[config.mk]
export PLATFORM = sky130hd
export DESIGN_NAME = uart_irq_id
export DESIGN_NICKNAME = d
export VERILOG_FILES = /design/src/rtl/uart_irq_pkg.sv /design/src/rtl/rx_level_cmp.sv /design/src/rtl/irq_prio_enc.sv /design/src/rtl/tx_pend_track.sv /design/src/rtl/uart_irq_id.sv
export SDC_FILE = /design/constraint.sdc
export NUM_CORES = 1
export LEC_CHECK = 0
export CAP_MARGIN = 20
export CORE_AREA = 2 2 39 41
export CTS_CLUSTER_SIZE = 20
export DETAILED_ROUTE_END_ITERATION = 7
export DIE_AREA = 0 0 41 43
export DONT_BUFFER_PORTS = 1
export PLACE_DENSITY = 0.38
export SYNTH_ARGS = -nofsm -noshare
export SYNTH_HDL_FRONTEND = slang
export SYNTH_SLANG_ARGS = --single-unit
[constraint.sdc]
create_clock -name clk -period 3.1 [get_ports clk]
set_clock_uncertainty 0.1 [all_clocks]
set_input_delay 0.93 -clock clk [delete_from_list [all_inputs] [get_ports clk]]
set_output_delay 0.93 -clock clk [all_outputs]
set_load 0.02 [all_outputs]
[src/rtl/uart_irq_pkg.sv]
package uart_irq_pkg;
  // Bit positions inside the enable vector
  localparam int IE_RX    = 0;
  localparam int IE_THRE  = 1;
  localparam int IE_LINE  = 2;
  localparam int IE_MODEM = 3;
  localparam int IE_W     = 4;

  // Source index, highest priority first
  localparam int SRC_LINE    = 0;
  localparam int SRC_TIMEOUT = 1;
  localparam int SRC_RXDATA  = 2;
  localparam int SRC_THRE    = 3;
  localparam int SRC_MODEM   = 4;
  localparam int NUM_SRC     = 5;

  typedef enum logic [2:0] {
    ID_MODEM   = 3'b000,
    ID_THRE    = 3'b001,
    ID_RXDATA  = 3'b010,
    ID_LINE    = 3'b011,
    ID_TIMEOUT = 3'b110
  } irq_id_e;

  function automatic irq_id_e id_of_src(input int idx);
    case (idx)
      SRC_LINE:    return ID_LINE;
      SRC_TIMEOUT: return ID_TIMEOUT;
      SRC_RXDATA:  return ID_RXDATA;
      SRC_THRE:    return ID_THRE;
      default:     return ID_MODEM;
    endcase
  endfunction
endpackage

[src/rtl/rx_level_cmp.sv]
module rx_level_cmp #(
  parameter int CNT_W = 5
) (
  input  logic             fifo_en_i,
  input  logic [CNT_W-1:0] count_i,
  input  logic [CNT_W-1:0] trig_i,
  output logic             level_ok_o
);
  // Without the FIFO, a single character is enough
  always_comb begin
    if (!fifo_en_i) level_ok_o = 1'b1;
    else            level_ok_o = (count_i >= trig_i);
  end
endmodule

[src/rtl/irq_prio_enc.sv]
module irq_prio_enc
  import uart_irq_pkg::*;
(
  input  logic [NUM_SRC-1:0] req_i,
  output irq_id_e            id_o,
  output logic               active_o
);
  always_comb begin
    id_o     = ID_MODEM;
    active_o = 1'b0;
    // Walk from the lowest priority up so the highest active source wins
    for (int k = NUM_SRC - 1; k >= 0; k--) begin
      if (req_i[k]) begin
        id_o     = id_of_src(k);
        active_o = 1'b1;
      end
    end
  end
endmodule

[src/rtl/tx_pend_track.sv]
module tx_pend_track (
  input  logic clk,
  input  logic rst_n,
  input  logic thr_wr_i,
  input  logic hold_empty_i,
  input  logic shift_empty_i,
  input  logic fifo_en_i,
  input  logic iir_rd_i,
  input  logic thre_shown_i,
  output logic pend_o,
  output logic thre_o,
  output logic temt_o
);
  logic pend_q, pend_d;
  logic thre_q, thre_d;
  logic temt_q, temt_d;
  logic upd_en;

  assign upd_en = thr_wr_i | hold_empty_i | shift_empty_i | iir_rd_i;

  always_comb begin
    pend_d = pend_q;
    thre_d = thre_q;
    temt_d = temt_q;
    if (iir_rd_i && thre_shown_i) pend_d = 1'b0;
    if (hold_empty_i) begin
      pend_d = 1'b1;
      thre_d = 1'b1;
    end
    if (shift_empty_i) temt_d = 1'b1;
    // A new character written this cycle overrides any empty event
    if (thr_wr_i) begin
      pend_d = 1'b0;
      thre_d = 1'b0;
      if (fifo_en_i) temt_d = 1'b0;
    end
  end

  always_ff @(posedge clk or negedge rst_n) begin
    if (!rst_n) begin
      pend_q <= 1'b0;
      thre_q <= 1'b1;
      temt_q <= 1'b1;
    end else if (upd_en) begin
      pend_q <= pend_d;
      thre_q <= thre_d;
      temt_q <= temt_d;
    end
  end

  assign pend_o = pend_q;
  assign thre_o = thre_q;
  assign temt_o = temt_q;
endmodule

[src/rtl/uart_irq_id.sv]
module uart_irq_id
  import uart_irq_pkg::*;
#(
  parameter int FIFO_DEPTH = 16,
  parameter int DELTA_W    = 4,
  localparam int CNT_W     = $clog2(FIFO_DEPTH + 1)
) (
  input  logic               clk,
  input  logic               rst_n,
  input  logic [IE_W-1:0]    ier_i,
  input  logic               lsr_oe_i,
  input  logic               lsr_bi_i,
  input  logic               lsr_dr_i,
  input  logic               fifo_en_i,
  input  logic [CNT_W-1:0]   rx_count_i,
  input  logic [CNT_W-1:0]   rx_trig_i,
  input  logic               timeout_pend_i,
  input  logic [DELTA_W-1:0] msr_delta_i,
  input  logic               thr_wr_i,
  input  logic               iir_rd_i,
  input  logic               hold_empty_i,
  input  logic               shift_empty_i,
  output logic [7:0]         iir_o,
  output logic               irq_o,
  output logic               thre_o,
  output logic               temt_o
);
  logic               level_ok;
  logic               tx_pend;
  logic [NUM_SRC-1:0] req;
  irq_id_e            cur_id;
  logic               any_active;
  logic               thre_shown;

  rx_level_cmp #(.CNT_W(CNT_W)) u_level (
    .fifo_en_i  (fifo_en_i),
    .count_i    (rx_count_i),
    .trig_i     (rx_trig_i),
    .level_ok_o (level_ok)
  );

  always_comb begin
    req              = '0;
    req[SRC_LINE]    = ier_i[IE_LINE]  & (lsr_oe_i | lsr_bi_i);
    req[SRC_TIMEOUT] = ier_i[IE_RX]    & timeout_pend_i;
    req[SRC_RXDATA]  = ier_i[IE_RX]    & lsr_dr_i & level_ok;
    req[SRC_THRE]    = ier_i[IE_THRE]  & tx_pend;
    req[SRC_MODEM]   = ier_i[IE_MODEM] & (|msr_delta_i);
  end

  irq_prio_enc u_enc (
    .req_i    (req),
    .id_o     (cur_id),
    .active_o (any_active)
  );

  assign thre_shown = any_active && (cur_id == ID_THRE);

  tx_pend_track u_tx (
    .clk           (clk),
    .rst_n         (rst_n),
    .thr_wr_i      (thr_wr_i),
    .hold_empty_i  (hold_empty_i),
    .shift_empty_i (shift_empty_i),
    .fifo_en_i     (fifo_en_i),
    .iir_rd_i      (iir_rd_i),
    .thre_shown_i  (thre_shown),
    .pend_o        (tx_pend),
    .thre_o        (thre_o),
    .temt_o        (temt_o)
  );

  assign iir_o = {{2{fifo_en_i}}, 2'b00, cur_id, ~any_active};
  assign irq_o = any_active;
endmodule

==> results.txt <==
----------------------------------------------------
[Placed design]
  # port buffers ... 0
  Routability cong. ... 0.653
  Post-placement cell count ... 59
  Post-detailed-placement half-perimeter wirelength ... 668 um

[Detailed routing]
  Pre-antenna DRT Iters ... 2
  Post-DR wirelength/cell ... 12.4 um
  Drt total wl ... slightly below 800 um
  Count of routing violations after the opening detailed-route iteration ... 4
  Via total after detailed routing ... 316
  ANT nets after route ... 0
  Detailed-route vias per instance ... 4.94
  Final routed DRC violation total ... 0

[Cells and area]
  N_diodes ... 0
  Relative area change from synthesis to final layout ... 13.6%
  Fraction of layout instances using a drive strength above 1 ... 0.229
  Fill count ... 155
  Count of nets after finishing ... 83
  Number of non-filler instances in the completed layout ... 64

[Setup path]
  Library cell contributing the largest single delay on the critical path ... sky130_fd_sc_hd__a211o_1
  Worst path max stage delay ... around 0.35 ns
  Category of the worst setup path capture point ... output pin
  Data required, critical path ... just over 2 ns
  Setup CP Type ... in2out
  Data arrival time of the critical path ... 2.02 ns
  Critical Path, Cell by Cell ... inv_1, ha_1, nand2b_4, nand3_2, a211o_1, a41o_1
  Kind of start point of the critical path ... primary input
  CP Max Fanout ... 5

[Logic synthesis]
  Area of the mapped netlist ... 350 um2
  Gate Count Post-Synth ... 45
  #FFs+latches synth ... 3
  Distinct cell type count of the synthesized netlist ... 21
  Number of warnings printed during yosys synthesis ... 0
  Fraction of the yosys area taken by sequential cells ... 0.221
  Synthesized area per cell ... 7.79 um2

[Job]
  Max Cap Violations ... 0

[Global route]
  Remaining global-route overflow ... 0
  Maximum number of pins on one net before global-route repair ... 7
  Vias in the first global route ... 302
  Number of antenna violations at the first check in global routing ... 0
  First-pass GRT wire length ... ~1.2 mm
  Gr usage total ... 0.0934

[Floorplanning]
  Height of the chip ... 43 um
  Starting density of the core ... 0.253
  Cell row count ... 14
  Count of boundary I/O pins ... 40
  Full die area ... 0.00176 mm2
  Width of the die ... around 41 um
  Placeable core region ... 0.00138 mm2

[Timing]
  Highest achievable clock rate ... 328 MHz
  Final count of pins violating max slew ... 0
  Setup repair after global routing missed its margin ... false
  Final period util ... 0.984
  Final period demand of the worst path ... 3.05 ns
  Setup TNS ... 0 ns
  Setup violation total in the final timing report ... 0
  Final Hold Violating Endpoints ... 0

[Clocking]
  Number of sinks driven by the clock tree ... 3
  # hold bufs at CTS ... 0
  Cts bufs inserted ... 3
  Cell at the root of the clock tree ... sky130_fd_sc_hd__clkbuf_4
  Clock latency on the worst-skew pair ... 0.23 ns
  Clock-pin transition on the worst setup and hold timing paths ... around 0.040 ns
  CTS tree ... done
  Max clock buf depth ... 2
  Number of levels the H-tree was split into ... 1

[Power and ir drop]
  Power Dens Cells ... 393 mW/mm2
  Worst vdd rail ir drop ... 0.144 mV
  Leakage dissipation ... 0.202 nW

[Worst hold path]
  HP Class ... in2async

[Outcome]
  Run status ... finished, final reports clean

----------------------------------------------------
area by class of cell:
class,count,area (um2),area share
repair buffers,2,15.0,0.0377
well taps,16,20.0,0.0503
clock buffers,4,26.3,0.0660
inverters,7,26.3,0.0660
multi-input cells,32,233,0.585
flip-flops and latches,3,77.6,0.195
synth_stat cells (all sizes together):
cell,number,area share
inv,7,0.075
ha,5,0.18
nor2,5,0.054
buf,4,0.086
a21oi,3,0.043
nand2,3,0.032
nand3,3,0.043
dfstp,2,0.15
a211o,1,0.025
a22oi,1,0.036
a311oi,1,0.025
a31oi,1,0.018
a41o,1,0.029
and3,1,0.018
and4,1,0.025
conb,1,0.011
dfrtp,1,0.071
nand2b,1,0.018
nand4,1,0.018
o21ai,1,0.014
or4,1,0.032
worst paths after layout:
check | from | end | slack, ns | cells after the start
setup / recovery | rx_count_i[0] | iir_o[1] | 0.05 | 6
hold / removal | rst_n | u_tx.pend_o | 0.29 | 0
setup reg to reg | u_tx.temt_o | u_tx.temt_o | 2.19 | 2
hold reg to reg | u_tx.thre_o | u_tx.thre_o | 0.43 | 2
max in group asynchronous | rst_n | u_tx.thre_o | 2.43 | 0
min in group clk | u_tx.thre_o | u_tx.thre_o | 0.43 | 2
placed cells by master (no fill, tap or decap):
cell type and count:
sky130_fd_sc_hd__dfstp_2 2, sky130_fd_sc_hd__a311oi_1 1, sky130_fd_sc_hd__a22oi_2 1, sky130_fd_sc_hd__dfrtp_1 1, sky130_fd_sc_hd__ha_1 5, sky130_fd_sc_hd__nand2b_4 1
sky130_fd_sc_hd__buf_4 2, sky130_fd_sc_hd__and3_1 1, sky130_fd_sc_hd__and4_1 1, sky130_fd_sc_hd__clkbuf_1 1, sky130_fd_sc_hd__nor2_1 5, sky130_fd_sc_hd__a31oi_1 1
sky130_fd_sc_hd__inv_1 7, sky130_fd_sc_hd__nand3_1 2, sky130_fd_sc_hd__a211o_1 1, sky130_fd_sc_hd__nand4_1 1, sky130_fd_sc_hd__o21ai_1 1, sky130_fd_sc_hd__nand2_1 3
sky130_fd_sc_hd__conb_1 2, sky130_fd_sc_hd__nand3_2 1, sky130_fd_sc_hd__a21oi_1 3, sky130_fd_sc_hd__or4_4 1, sky130_fd_sc_hd__a41o_1 1, sky130_fd_sc_hd__clkbuf_4 3
sequential cells by signal, indices dropped and copies added, names as in the netlist:
register / count
u_tx.thre_o: 1
u_tx.pend_o: 1
u_tx.temt_o: 1
critical path: cells and delay by family:
family                   cells  cell delay (ns)
AO/OA/AOI/OAI                2             0.65
adder cells (fa/ha/maj)      1             0.26
AND/OR/NAND/NOR              2             0.16
buffers and inverters        1             0.02
timing repair:
| action | CTS | global route |
|---|---|---|
| setup endpoints to repair | 0 | 1 |
| buffers inserted | 0 | 1 |
| resized for setup | 0 | 2 |
cells by family (layout without fill, tap and decap cells):
| logic type | after synthesis | count (layout) | synth area share |
|---|---|---|---|
| AO/OA/AOI/OAI | 9 | 9 | 0.189 |
| other | 1 | 2 | 0.0107 |
| buffers and inverters | 11 | 13 | 0.161 |
| adder cells (fa/ha/maj) | 5 | 5 | 0.179 |
| AND/OR/NAND/NOR | 16 | 16 | 0.239 |
| flip-flops | 3 | 3 | 0.221 |
per-layer routing:
metal / vias up / global-route usage / routed length, um
li1: 157 / - / -
met1: 139 / 0.106 / 311
met2: 20 / 0.153 / 398
met3: 0 / 0.0262 / 84
met4: 0 / 0.0400 / 0
met5: - / 0 / 0
power breakdown:
group | switching (mW) | internal, mW | total (mW) | leakage [nW]
Sequential | 0.00492 | 0.0442 | 0.0491 | 0.0336
Clock | 0.0198 | 0.0482 | 0.0681 | 0.0150
Combinational | 0.0234 | 0.0160 | 0.0394 | 0.153
metrics by stage:
step / util / setup slack (ns) / hold WS, ns / cell area (um2) / total power, mW
floorplan: - / 0.110 / 0.413 / 354 / 0.0849
global placement: 0.254 / 0.0551 / 0.424 / 352 / 0.0845
CTS: 0.273 / 0.0351 / 0.283 / 378 / 0.157
finish: 0.288 / 0.0507 / 0.291 / 398 / 0.157
global route: 0.288 / 0.000661 / 0.278 / 398 / 0.170
detailed placement: 0.254 / 0.0456 / 0.425 / 352 / 0.0859
Note: power is estimated with default switching activity, not from simulation.
